## src/rtl/pwfe_pkg.sv

```systemverilog
package pwfe_pkg;
  localparam int CRC_MAX = 4;
  localparam int CLEN_W  = $clog2(CRC_MAX + 1);

  typedef enum logic [2:0] {
    ST_IDLE,
    ST_LEAD,
    ST_BITS,
    ST_DONE,
    ST_GAP
  } pw_state_t;

  // One LFSR step over a CRC of run-time length len (0..CRC_MAX).
  function automatic logic [CRC_MAX-1:0] crc_step(
    input logic [CRC_MAX-1:0] c,
    input logic               b,
    input logic [CLEN_W-1:0]  len,
    input logic [CRC_MAX-1:0] poly
  );
    logic [CRC_MAX-1:0] m;
    logic [CRC_MAX-1:0] top;
    logic [CRC_MAX-1:0] r;
    logic               fb;
    if (len == '0) return '0;
    m   = CRC_MAX'((1 << len) - 1);
    top = c >> (len - 1'b1);
    fb  = b ^ top[0];
    r   = (c << 1) & m;
    if (fb) r = r ^ (poly & m);
    return r;
  endfunction
endpackage

```

## src/rtl/pwfe_timer.sv

```systemverilog
module pwfe_timer #(
  parameter int DIV_W = 8
) (
  input  logic             clk,
  input  logic             rst_n,
  input  logic             en,
  input  logic [DIV_W-1:0] div,
  output logic [1:0]       phase,
  output logic             bit_end
);
  logic [DIV_W-1:0] tcnt;
  logic             third_end;

  assign third_end = (tcnt == div - 1'b1);
  assign bit_end   = en && third_end && (phase == 2'd2);

  always_ff @(posedge clk or negedge rst_n) begin
    if (!rst_n) begin
      tcnt  <= '0;
      phase <= 2'd0;
    end else if (!en) begin
      tcnt  <= '0;
      phase <= 2'd0;
    end else if (third_end) begin
      tcnt  <= '0;
      phase <= (phase == 2'd2) ? 2'd0 : phase + 2'd1;
    end else begin
      tcnt <= tcnt + 1'b1;
    end
  end

  // a bit slot has exactly three thirds
  a_r4_phase_legal: assert property (@(posedge clk) disable iff (!rst_n)
    phase != 2'd3);
  // the phase counter restarts from zero whenever the timer is halted
  a_r4_idle_phase: assert property (@(posedge clk) disable iff (!rst_n)
    !en |=> (phase == 2'd0));
endmodule

```

## src/rtl/pwfe_crc.sv

```systemverilog
module pwfe_crc
  import pwfe_pkg::*;
#(
  parameter logic [CRC_MAX-1:0] POLY = 4'h3
) (
  input  logic               clk,
  input  logic               rst_n,
  input  logic               clr,
  input  logic               en,
  input  logic               din,
  input  logic [CLEN_W-1:0]  len,
  output logic [CRC_MAX-1:0] crc
);
  always_ff @(posedge clk or negedge rst_n) begin
    if (!rst_n)   crc <= '0;
    else if (clr) crc <= '0;
    else if (en)  crc <= crc_step(crc, din, len, POLY);
  end
endmodule

```

## src/rtl/pwfe_engine.sv

```systemverilog
module pwfe_engine
  import pwfe_pkg::*;
#(
  parameter int                 DATA_W   = 16,
  parameter int                 DIV_W    = 8,
  parameter int                 GAP_W    = 8,
  parameter logic [CRC_MAX-1:0] CRC_POLY = 4'h3,
  localparam int                LEN_W    = $clog2(DATA_W) + 1
) (
  input  logic              clk,
  input  logic              rst_n,
  input  logic              tx_valid,
  output logic              tx_ready,
  input  logic [DATA_W-1:0] tx_data,
  output logic              rx_valid,
  input  logic              rx_ready,
  output logic [DATA_W-1:0] rx_data,
  output logic              rx_crc_err,
  input  logic [LEN_W-1:0]  cfg_dlen,
  input  logic [CLEN_W-1:0] cfg_clen,
  input  logic [DIV_W-1:0]  cfg_div,
  input  logic [GAP_W-1:0]  cfg_gap,
  output logic              frm_n,
  output logic              txd,
  input  logic              rxd
);
  localparam int FRM_W = DATA_W + CRC_MAX;
  localparam int CNT_W = $clog2(FRM_W + 1);

  pw_state_t          state;
  logic [DIV_W-1:0]   div_q;
  logic [CLEN_W-1:0]  clen_q;
  logic [CNT_W-1:0]   total_q;
  logic [CNT_W-1:0]   bitcnt;
  logic [GAP_W-1:0]   gcnt;
  logic [FRM_W-1:0]   sh;
  logic [FRM_W-1:0]   rx_all;
  logic [CRC_MAX-1:0] rx_crc;
  logic [1:0]         phase;
  logic               bit_end;
  logic               busy;
  logic               start;

  // effective configuration (out-of-range values clamped)
  int                 dl;
  int                 cl;
  logic [CLEN_W-1:0]  clen_eff;
  logic [DIV_W-1:0]   div_eff;
  logic [CRC_MAX-1:0] crc_t;
  logic [FRM_W-1:0]   fbits;

  always_comb begin
    dl = int'(cfg_dlen);
    if (dl == 0 || dl > DATA_W) dl = DATA_W;
    cl = int'(cfg_clen);
    if (cl > CRC_MAX) cl = CRC_MAX;
    clen_eff = CLEN_W'(cl);
    div_eff  = (cfg_div == '0) ? DIV_W'(1) : cfg_div;
  end

  // transmit CRC over the data bits, then the left-aligned frame image
  always_comb begin
    logic [DATA_W-1:0]  dsh;
    logic [CRC_MAX-1:0] csh;
    crc_t = '0;
    for (int i = 0; i < DATA_W; i++) begin
      if (i < dl) begin
        dsh   = tx_data >> (dl - 1 - i);
        crc_t = crc_step(crc_t, dsh[0], clen_eff, CRC_POLY);
      end
    end
    fbits = '0;
    for (int j = 0; j < FRM_W; j++) begin
      dsh = tx_data >> (dl - 1 - j);
      csh = crc_t >> (cl - 1 - (j - dl));
      if (j < dl)           fbits[FRM_W-1-j] = dsh[0];
      else if (j < dl + cl) fbits[FRM_W-1-j] = csh[0];
    end
  end

  assign busy  = (state == ST_LEAD) || (state == ST_BITS);
  assign start = (state == ST_IDLE) && tx_valid;

  pwfe_timer #(.DIV_W(DIV_W)) u_timer (
    .clk     (clk),
    .rst_n   (rst_n),
    .en      (busy),
    .div     (div_q),
    .phase   (phase),
    .bit_end (bit_end)
  );

  pwfe_crc #(.POLY(CRC_POLY)) u_rxcrc (
    .clk   (clk),
    .rst_n (rst_n),
    .clr   (start),
    .en    ((state == ST_BITS) && bit_end),
    .din   (rxd),
    .len   (clen_q),
    .crc   (rx_crc)
  );

  always_ff @(posedge clk or negedge rst_n) begin
    if (!rst_n) begin
      state   <= ST_IDLE;
      div_q   <= DIV_W'(1);
      clen_q  <= '0;
      total_q <= '0;
      bitcnt  <= '0;
      gcnt    <= '0;
      sh      <= '0;
      rx_all  <= '0;
    end else begin
      case (state)
        ST_IDLE: if (tx_valid) begin
          state   <= ST_LEAD;
          div_q   <= div_eff;
          clen_q  <= clen_eff;
          total_q <= CNT_W'(dl + cl);
          bitcnt  <= '0;
          sh      <= fbits;
          rx_all  <= '0;
        end
        ST_LEAD: if (bit_end) state <= ST_BITS;
        ST_BITS: if (bit_end) begin
          sh     <= sh << 1;
          rx_all <= {rx_all[FRM_W-2:0], rxd};
          if (bitcnt == total_q - 1'b1) state <= ST_DONE;
          else bitcnt <= bitcnt + 1'b1;
        end
        ST_DONE: if (rx_ready) begin
          gcnt  <= cfg_gap;
          state <= (cfg_gap == '0) ? ST_IDLE : ST_GAP;
        end
        ST_GAP: begin
          if (gcnt == GAP_W'(1)) state <= ST_IDLE;
          gcnt <= gcnt - 1'b1;
        end
        default: state <= ST_IDLE;
      endcase
    end
  end

  assign frm_n      = !busy;
  assign txd        = (state != ST_BITS) ? 1'b1 :
                      (phase == 2'd0)    ? 1'b0 :
                      (phase == 2'd1)    ? sh[FRM_W-1] : 1'b1;
  assign rx_valid   = (state == ST_DONE);
  assign tx_ready   = rx_valid && rx_ready;
  assign rx_data    = DATA_W'(rx_all >> clen_q);
  assign rx_crc_err = (rx_crc != '0);

  // the frame opens with the data line idle high
  a_r3_lead_high: assert property (@(posedge clk) disable iff (!rst_n)
    $fell(frm_n) |-> txd);
  // the data line pulses only inside a frame
  a_r2_txd_idle: assert property (@(posedge clk) disable iff (!rst_n)
    frm_n |-> txd);
  // pop only on a completed receive handshake
  a_r9_pop_handshake: assert property (@(posedge clk) disable iff (!rst_n)
    tx_ready |-> (rx_valid && rx_ready && frm_n));
  // receive word held under back-pressure
  a_r9_rx_hold: assert property (@(posedge clk) disable iff (!rst_n)
    (rx_valid && !rx_ready) |=> (rx_valid && $stable(rx_data) && $stable(rx_crc_err)));
  // no frame while the gap runs
  a_r10_gap_quiet: assert property (@(posedge clk) disable iff (!rst_n)
    (state == ST_GAP) |=> frm_n || (state == ST_IDLE));
endmodule

```

## config.mk

```make
export PLATFORM = sky130hd
export DESIGN_NAME = pwfe_engine
export DESIGN_NICKNAME = d
export VERILOG_FILES = /design/src/rtl/pwfe_pkg.sv /design/src/rtl/pwfe_timer.sv /design/src/rtl/pwfe_crc.sv /design/src/rtl/pwfe_engine.sv
export SDC_FILE = /design/constraint.sdc
export NUM_CORES = 1
export LEC_CHECK = 0
export BUFFER_PORTS_ARGS = -buffer_cell sky130_fd_sc_hd__buf_2
export CORE_ASPECT_RATIO = 0.5
export CORE_MARGIN = 3
export CORE_UTILIZATION = 35
export DETAILED_ROUTE_END_ITERATION = 8
export GPL_ROUTABILITY_DRIVEN = 0
export PLACE_DENSITY = 0.47
export SYNTH_ARGS = -nofsm -noshare
export SYNTH_HDL_FRONTEND = slang
export SYNTH_SLANG_ARGS = --single-unit
```

## constraint.sdc

```tcl
create_clock -name clk -period 5.4 [get_ports clk]
set_clock_uncertainty 0.2 [all_clocks]
set_input_delay 1.62 -clock clk [delete_from_list [all_inputs] [get_ports clk]]
set_output_delay 1.62 -clock clk [all_outputs]
set_load 0.005 [all_outputs]
```

Word-level counts from Yosys, hierarchy flattened. Index checks and enable logic that the tools add are counted.

RAM bits: 0. Memories kept: 0. Bits of input ports: 45. Bits in latches: 0. Bits in read-only memories: 0. Register bits: 86. Output and inout bits: 21. Word-level logic and storage cells: 421.

Shift-type cells: 60. Bitwise operators: 49. Muxes and demuxes: 145. Eq/ne operators: 18. Multipliers: 0. Reductions and logical operators: 24. $lt $le $gt $ge: 42. Divide/modulo/power cells: 0. $add $sub $neg: 72.

Operators by type and width (number): 16-bit by 32-bit right shift with 1-bit output (20); 4-bit by 32-bit right shift with 1-bit output (20); 5-bit by 32-bit less-than comparator with 1-bit output, first input constant (8); 4-bit two-way mux (53); 4-bit by 6-bit subtractor with 7-bit output (20); 4-bit by 32-bit less-than comparator with 1-bit output, first input constant (4); 6-bit by 32-bit less-than comparator with 1-bit output, first input constant (4); 20-bit two-way mux (4); 20-bit case mux with 2 select lines (2); 4-bit bitwise AND (16); 3-bit by 32-bit less-than comparator with 1-bit output, first input constant (2); 4-bit by 3-bit right shift with 1-bit output (16); 4-bit by 2-bit bitwise XOR with 4-bit output (16); 1-bit two-way mux (63); 6-bit by 5-bit subtractor with 7-bit output, second input constant (8); 4-bit by 5-bit subtractor with 6-bit output, first input constant (8); 4-bit by 5-bit less-than comparator with 1-bit output, first input constant (8); 1-bit by 32-bit less-than comparator with 1-bit output, first input constant (1); 2-bit by 32-bit less-than comparator with 1-bit output, first input constant (1); 8-bit two-way mux (4); 6-bit by 4-bit subtractor with 7-bit output, second input constant (4); 6-bit by 6-bit subtractor with 7-bit output, second input constant (4); 3-bit two-way mux (8); 3-bit by 5-bit subtractor with 6-bit output, first input constant (4); 54 further kinds (112).

Logic depth before layout (Yosys ltp).
Depth after elaboration: 89. Mapped depth: 60. Mapped depth without buffers: 56.

Hierarchy. A second synthesis with hierarchy kept.

Cell total of the unflattened synthesis: 2039. Area, all modules: 14901.8 um^2.

Modules (own cells, without submodules): pwfe_engine (sequential area each 1803.0 um^2, cells each 1927, times used 1, area an instance 13855.8 um^2); pwfe_timer (sequential area each 250.2 um^2, cells each 74, times used 1, area an instance 674.4 um^2); pwfe_crc (sequential area each 100.1 um^2, cells each 38, times used 1, area an instance 371.6 um^2).

Least setup slack after synthesis. Ideal clock, no wire load.

Kind: input to register. Start: in cfg_dlen[0]. End: reg sh[4]. Data arrival time: 15.520 ns. Path slack: -10.430 ns. Required time: 5.090 ns. Stages: 59. Cell sequence: or4_1 > ha_1 > buf_6 > nand2b_1 > buf_6 > clkbuf_1 > ha_1 > and2_1 > nor3_1 > nor2_1 > clkbuf_1 > clkinv_1 > ha_1 > o21ai_0 > o311ai_0 > a211oi_1 > nand3_2 > mux2i_1 > [23 not listed] > or4_4 > nand3_2 > mux2i_1 > a21o_1 > nand3_1 > a22o_1 > and3_4 > a221oi_2 > xnor2_1 > and3_4 > o31a_1 > a211oi_1 > nor2_1 > a31o_1 > a2111o_1 > nand4_1 > a21oi_1 > o41ai_1.

Longest elaborated chain between the ends: 89. Elaborated cells on any way between the ends: 170.

RTL lines: start: declaration (RTL line pwfe_engine.sv:19) `input logic [LEN_W-1:0] cfg_dlen,`; 5-bit > comparator / 5-bit zero test (equally long branches) (RTL line pwfe_engine.sv:54) `if (dl == 0 || dl > DATA_W) dl = DATA_W;`; 1-bit logical OR (RTL line pwfe_engine.sv:54); 5-bit two-way mux * (RTL line pwfe_engine.sv:54); 5-bit by 1-bit subtractor with 6-bit output (RTL line pwfe_engine.sv:68, pwfe_engine.sv:74); 16-bit by 32-bit right shift with 1-bit output; 1-bit bitwise XOR (RTL line pwfe_pkg.sv:27) `fb = b ^ top[0];`; 2-bit two-way mux (RTL line pwfe_pkg.sv:29) `if (fb) r = r ^ (poly & m);`; 4-bit two-way mux (RTL line pwfe_pkg.sv:25) `m = CRC_MAX'((1 << len) - 1);`; [73 not listed]; 4-bit two-way mux (RTL line pwfe_pkg.sv:29); 4-bit two-way mux (RTL line pwfe_pkg.sv:25); 4-bit two-way mux (RTL line pwfe_engine.sv:67) `if (i < dl) begin`; 4-bit by 32-bit right shift with 1-bit output (RTL line pwfe_engine.sv:75) `csh = crc_t >> (cl - 1 - (j - dl));`; 1-bit two-way mux (RTL line pwfe_engine.sv:77) `else if (j < dl + cl) fbits[FRM_W-1-j] = csh[0];`; 1-bit two-way mux * (RTL line pwfe_engine.sv:76) `if (j < dl) fbits[FRM_W-1-j] = dsh[0];`; 20-bit two-way mux * (RTL line pwfe_engine.sv:115) `ST_IDLE: if (tx_valid) begin`; 20-bit case mux with 2 select lines * (RTL line pwfe_engine.sv:114) `case (state)`; end signal: assignment (RTL line pwfe_engine.sv:121) `sh <= fbits;`; end signal: assignment (RTL line pwfe_engine.sv:126) `sh <= sh << 1;`; end: declaration (RTL line pwfe_engine.sv:36) `logic [FRM_W-1:0] sh;`.

Mark *: on every way between the ends. The rest lies on a longest branch, timed or not. The select of a mux whose other input is x is not followed. A chain may end at the register's enable or synchronous reset.

Worst setup path in the final report.
Start: in cfg_dlen[0]. End: reg sh[11].

Same word-level chain as after synthesis.

==> metrics.cfg <==
[clock_tree]
cts_hold_buf = 0
cts_buffers = 9
cts.clk_slew.worst_paths_ps = 70
h-tree-depth = 3
worstSkewPairLatency_ps = 350
clockRootBuffer = clkbuf_16
cts_buffer_depth = 2
cts_tree = done
cts.sinks = 86

[routing]
viasPerCell = 5.51
initialDrtViolationCount = 1369
postRouteAntennaNets = 0
num_vias = 16200
first_pass_iters = 5
wire_per_inst_um = 19.3
drt-total-wl_mm = 56.7
drc = 0

[placement]
place_hpwl_mm = 45.2
io_buffers = 65
placedCellCount = 2890
dpl-instance-area_mm2 = 0.0184

[yosys]
yosysWarnings = 0
avgSynthCellArea_um2 = 7.29
ys_seq_elements = 86
ys_top_cells_by_area = dfrtp_1 (15%), ha_1 (11%), nand2_1 (7.1%), nor2_1 (5.1%), mux2i_1 (4.9%)
yosysUniqueCellTypes = 112
syn_nets = 2085
synth_top_flop_cell = dfrtp_1
syn_inst = 1916
yosysTopAreaCell = dfrtp_1
syn_area_mm2 = 0.0140
synth_edf_count = 0
ys_seq_area_share_pct = 15.4
synth_top_area_share_pct = 15.2
ys_async_sr_fraction_pct = 100

[sta]
slew_headroom_pct = 30.7
setup_ws_ps = -9290
tns_ps = -184650
setup_viol = 20
maxSlewViolCount = 0
fin_crit_sh_pct = 272
hold_viol_final = 0
fin_crit_ps = 14690
clock.fmax_mhz = 68.1
grt_setup_unrepaired = true
worst_pin_slew_ps = 1040

[die]
start_util_pct = 35.7
die_w_um = 289
dieArea_mm2 = 0.0425
fp-row-count = 51
die_h_um = 147
coreArea_mm2 = 0.0391
io-pin-count = 66

[global_route]
grt_usage_pct = 26.4
antenna_found_initial = 1
grt_pass1_wl_mm = 87.9
gr-total-overflow = 0
grt_start_max_net_pins = 67
grt_pass1_vias = 15400

[final_layout]
final_area_mm2 = 0.0194
seqCellArea_mm2 = 0.00215
area_delta_synth_final_pct = 38.9
final_cell_mix = buf_4 (504), nand2_1 (264), nor2_1 (188)
multiInputGateArea_mm2 = 0.0118
fillers = 3960
fin_cells = 2938
final_layout_size_suffix_gt1_share_pct = 31.8
mostFrequentLayoutCell = buf_4
num_antenna_cells = 0
nNetsFinal = 2572

[power_and_ir_drop]
irDropWorstVdd_uv = 206
cellLeakagePower_nw = 8.97
p_per_area_mw_per_mm2 = 311

[critical_path]
critPathTopFamily = compound AO/OA/AOI/OAI gates
cp_max_fo = 6
critPathKind = in -> reg
critPathBufInv = 7
endpoint_kind = flip-flop
cp.arrival_ps = 14750
worst_setup_path_start_kind = input port
required_ps = 5460
slowest_stage = or4_4
slowest_delay_ps = 550

[run_status]
violations = negative setup slack
status = complete, but fails checks

[hold_path]
hold_class = reg -> reg

[flow_run]
cap_violations = 0

==> sequential cells by signal, indices dropped and copies added (netlist names) <==
signal	flops
rx_all	20
sh	20
div_q	8
gcnt	8
u_timer.tcnt	8
bitcnt	5
total_q	5
u_rxcrc.crc	4
clen_q	3
state	3
u_timer.phase	2
==> final timing paths <==
path                            cells past startpoint  slack, ps         end   startpoint
worst max register to register                     14        940      sh[12]     div_q[0]
worst max-delay path                               59      -9290      sh[11]  cfg_dlen[0]
worst min-delay path                                2        300    div_q[7]     div_q[7]
max in group asynchronous                           2       2970       sh[5]        rst_n
worst min register to register                      2        300    div_q[7]     div_q[7]
min in group asynchronous                           1       1120  rx_all[14]        rst_n
==> synthesized netlist by cell type, types with 8 or more instances <==
master / number
nor2b_1: 8
ha_1: 119
nor2_1: 190
a21oi_1: 134
inv_1: 75
nand3_1: 61
o21ai_1: 15
a2111oi_0: 9
and2_1: 17
and3_1: 19
o21bai_1: 8
o22ai_1: 13
or4_1: 11
mux2_2: 18
a211oi_1: 17
a31oi_1: 32
xor2_1: 30
or3_1: 24
nand4_1: 19
o211ai_1: 21
nand2_1: 266
nand2b_1: 25
buf_1: 11
o21ai_0: 136
nand3b_1: 8
a21o_1: 33
mux4_2: 14
nor3b_1: 9
mux2i_1: 69
clkbuf_1: 75
dfrtp_1: 85
nor3_1: 53
o31ai_1: 15
xnor2_1: 64
nor4_1: 24
==> cell families after synthesis <==
family / after synthesis / synth area share, %
fa+ha+maj: 124 / 11.4
compound gates: 558 / 27.0
mux: 104 / 8.96
flops: 86 / 15.4
simple gates: 767 / 26.0
xor+xnor: 95 / 6.01
buf+inv: 182 / 5.26
==> tightest hold or removal path: stages, from the launching register on <==
cell,delay (ps)
dfrtp_1,360
nand2_1,50
nand2_1,60
==> layer usage <==
layer,routed length (um),up-vias,track usage [%]
met1,28000,7684,38.8
met4,1140,0,6.34
met3,3510,64,3.64
met2,24000,437,40.7
li1,-,8013,-
met5,0,-,0
==> cell type report <==
cell class,count,area share (%)
flip-flops and latches,86,11.1
clock inverters,3,0.219
multi-input cells,1648,60.7
clock buffers,13,1.34
well taps,530,3.42
repair buffers,573,21.5
inverters,85,1.70
==> report_power, final <==
part / switching, mW / internal, mW
Combinational: 2.22 / 1.98
Sequential: 0.313 / 0.885
Clock: 0.253 / 0.383
Total: 2.79 / 3.25
==> metrics by stage <==
| stage | worst slack (ps) | hold WS, ps | power (mW) | utilization, % |
|---|---|---|---|---|
| 2_1_floorplan | -9630 | 261 | 3.53 | - |
| 3_3_place_gp | -9680 | 291 | 5.10 | 47.0 |
| 3_5_place_dp | -9910 | 294 | 5.12 | 47.0 |
| 4_1_cts | -9170 | 311 | 5.91 | 48.9 |
| 5_1_grt | -9810 | 352 | 6.53 | 49.6 |
| 6_report | -9290 | 305 | 6.03 | 49.6 |
==> repair_timing <==
| action | 4_1_cts | 5_1_grt |
|---|---|---|
| endpoints found under the setup margin | 20 | 20 |
| hold endpoints to repair | 0 | 0 |
| gates resized for setup | 47 | 38 |
| pin swaps | 61 | 36 |
| setup buffers | 23 | 9 |
Note: power is estimated with default switching activity, not from simulation.
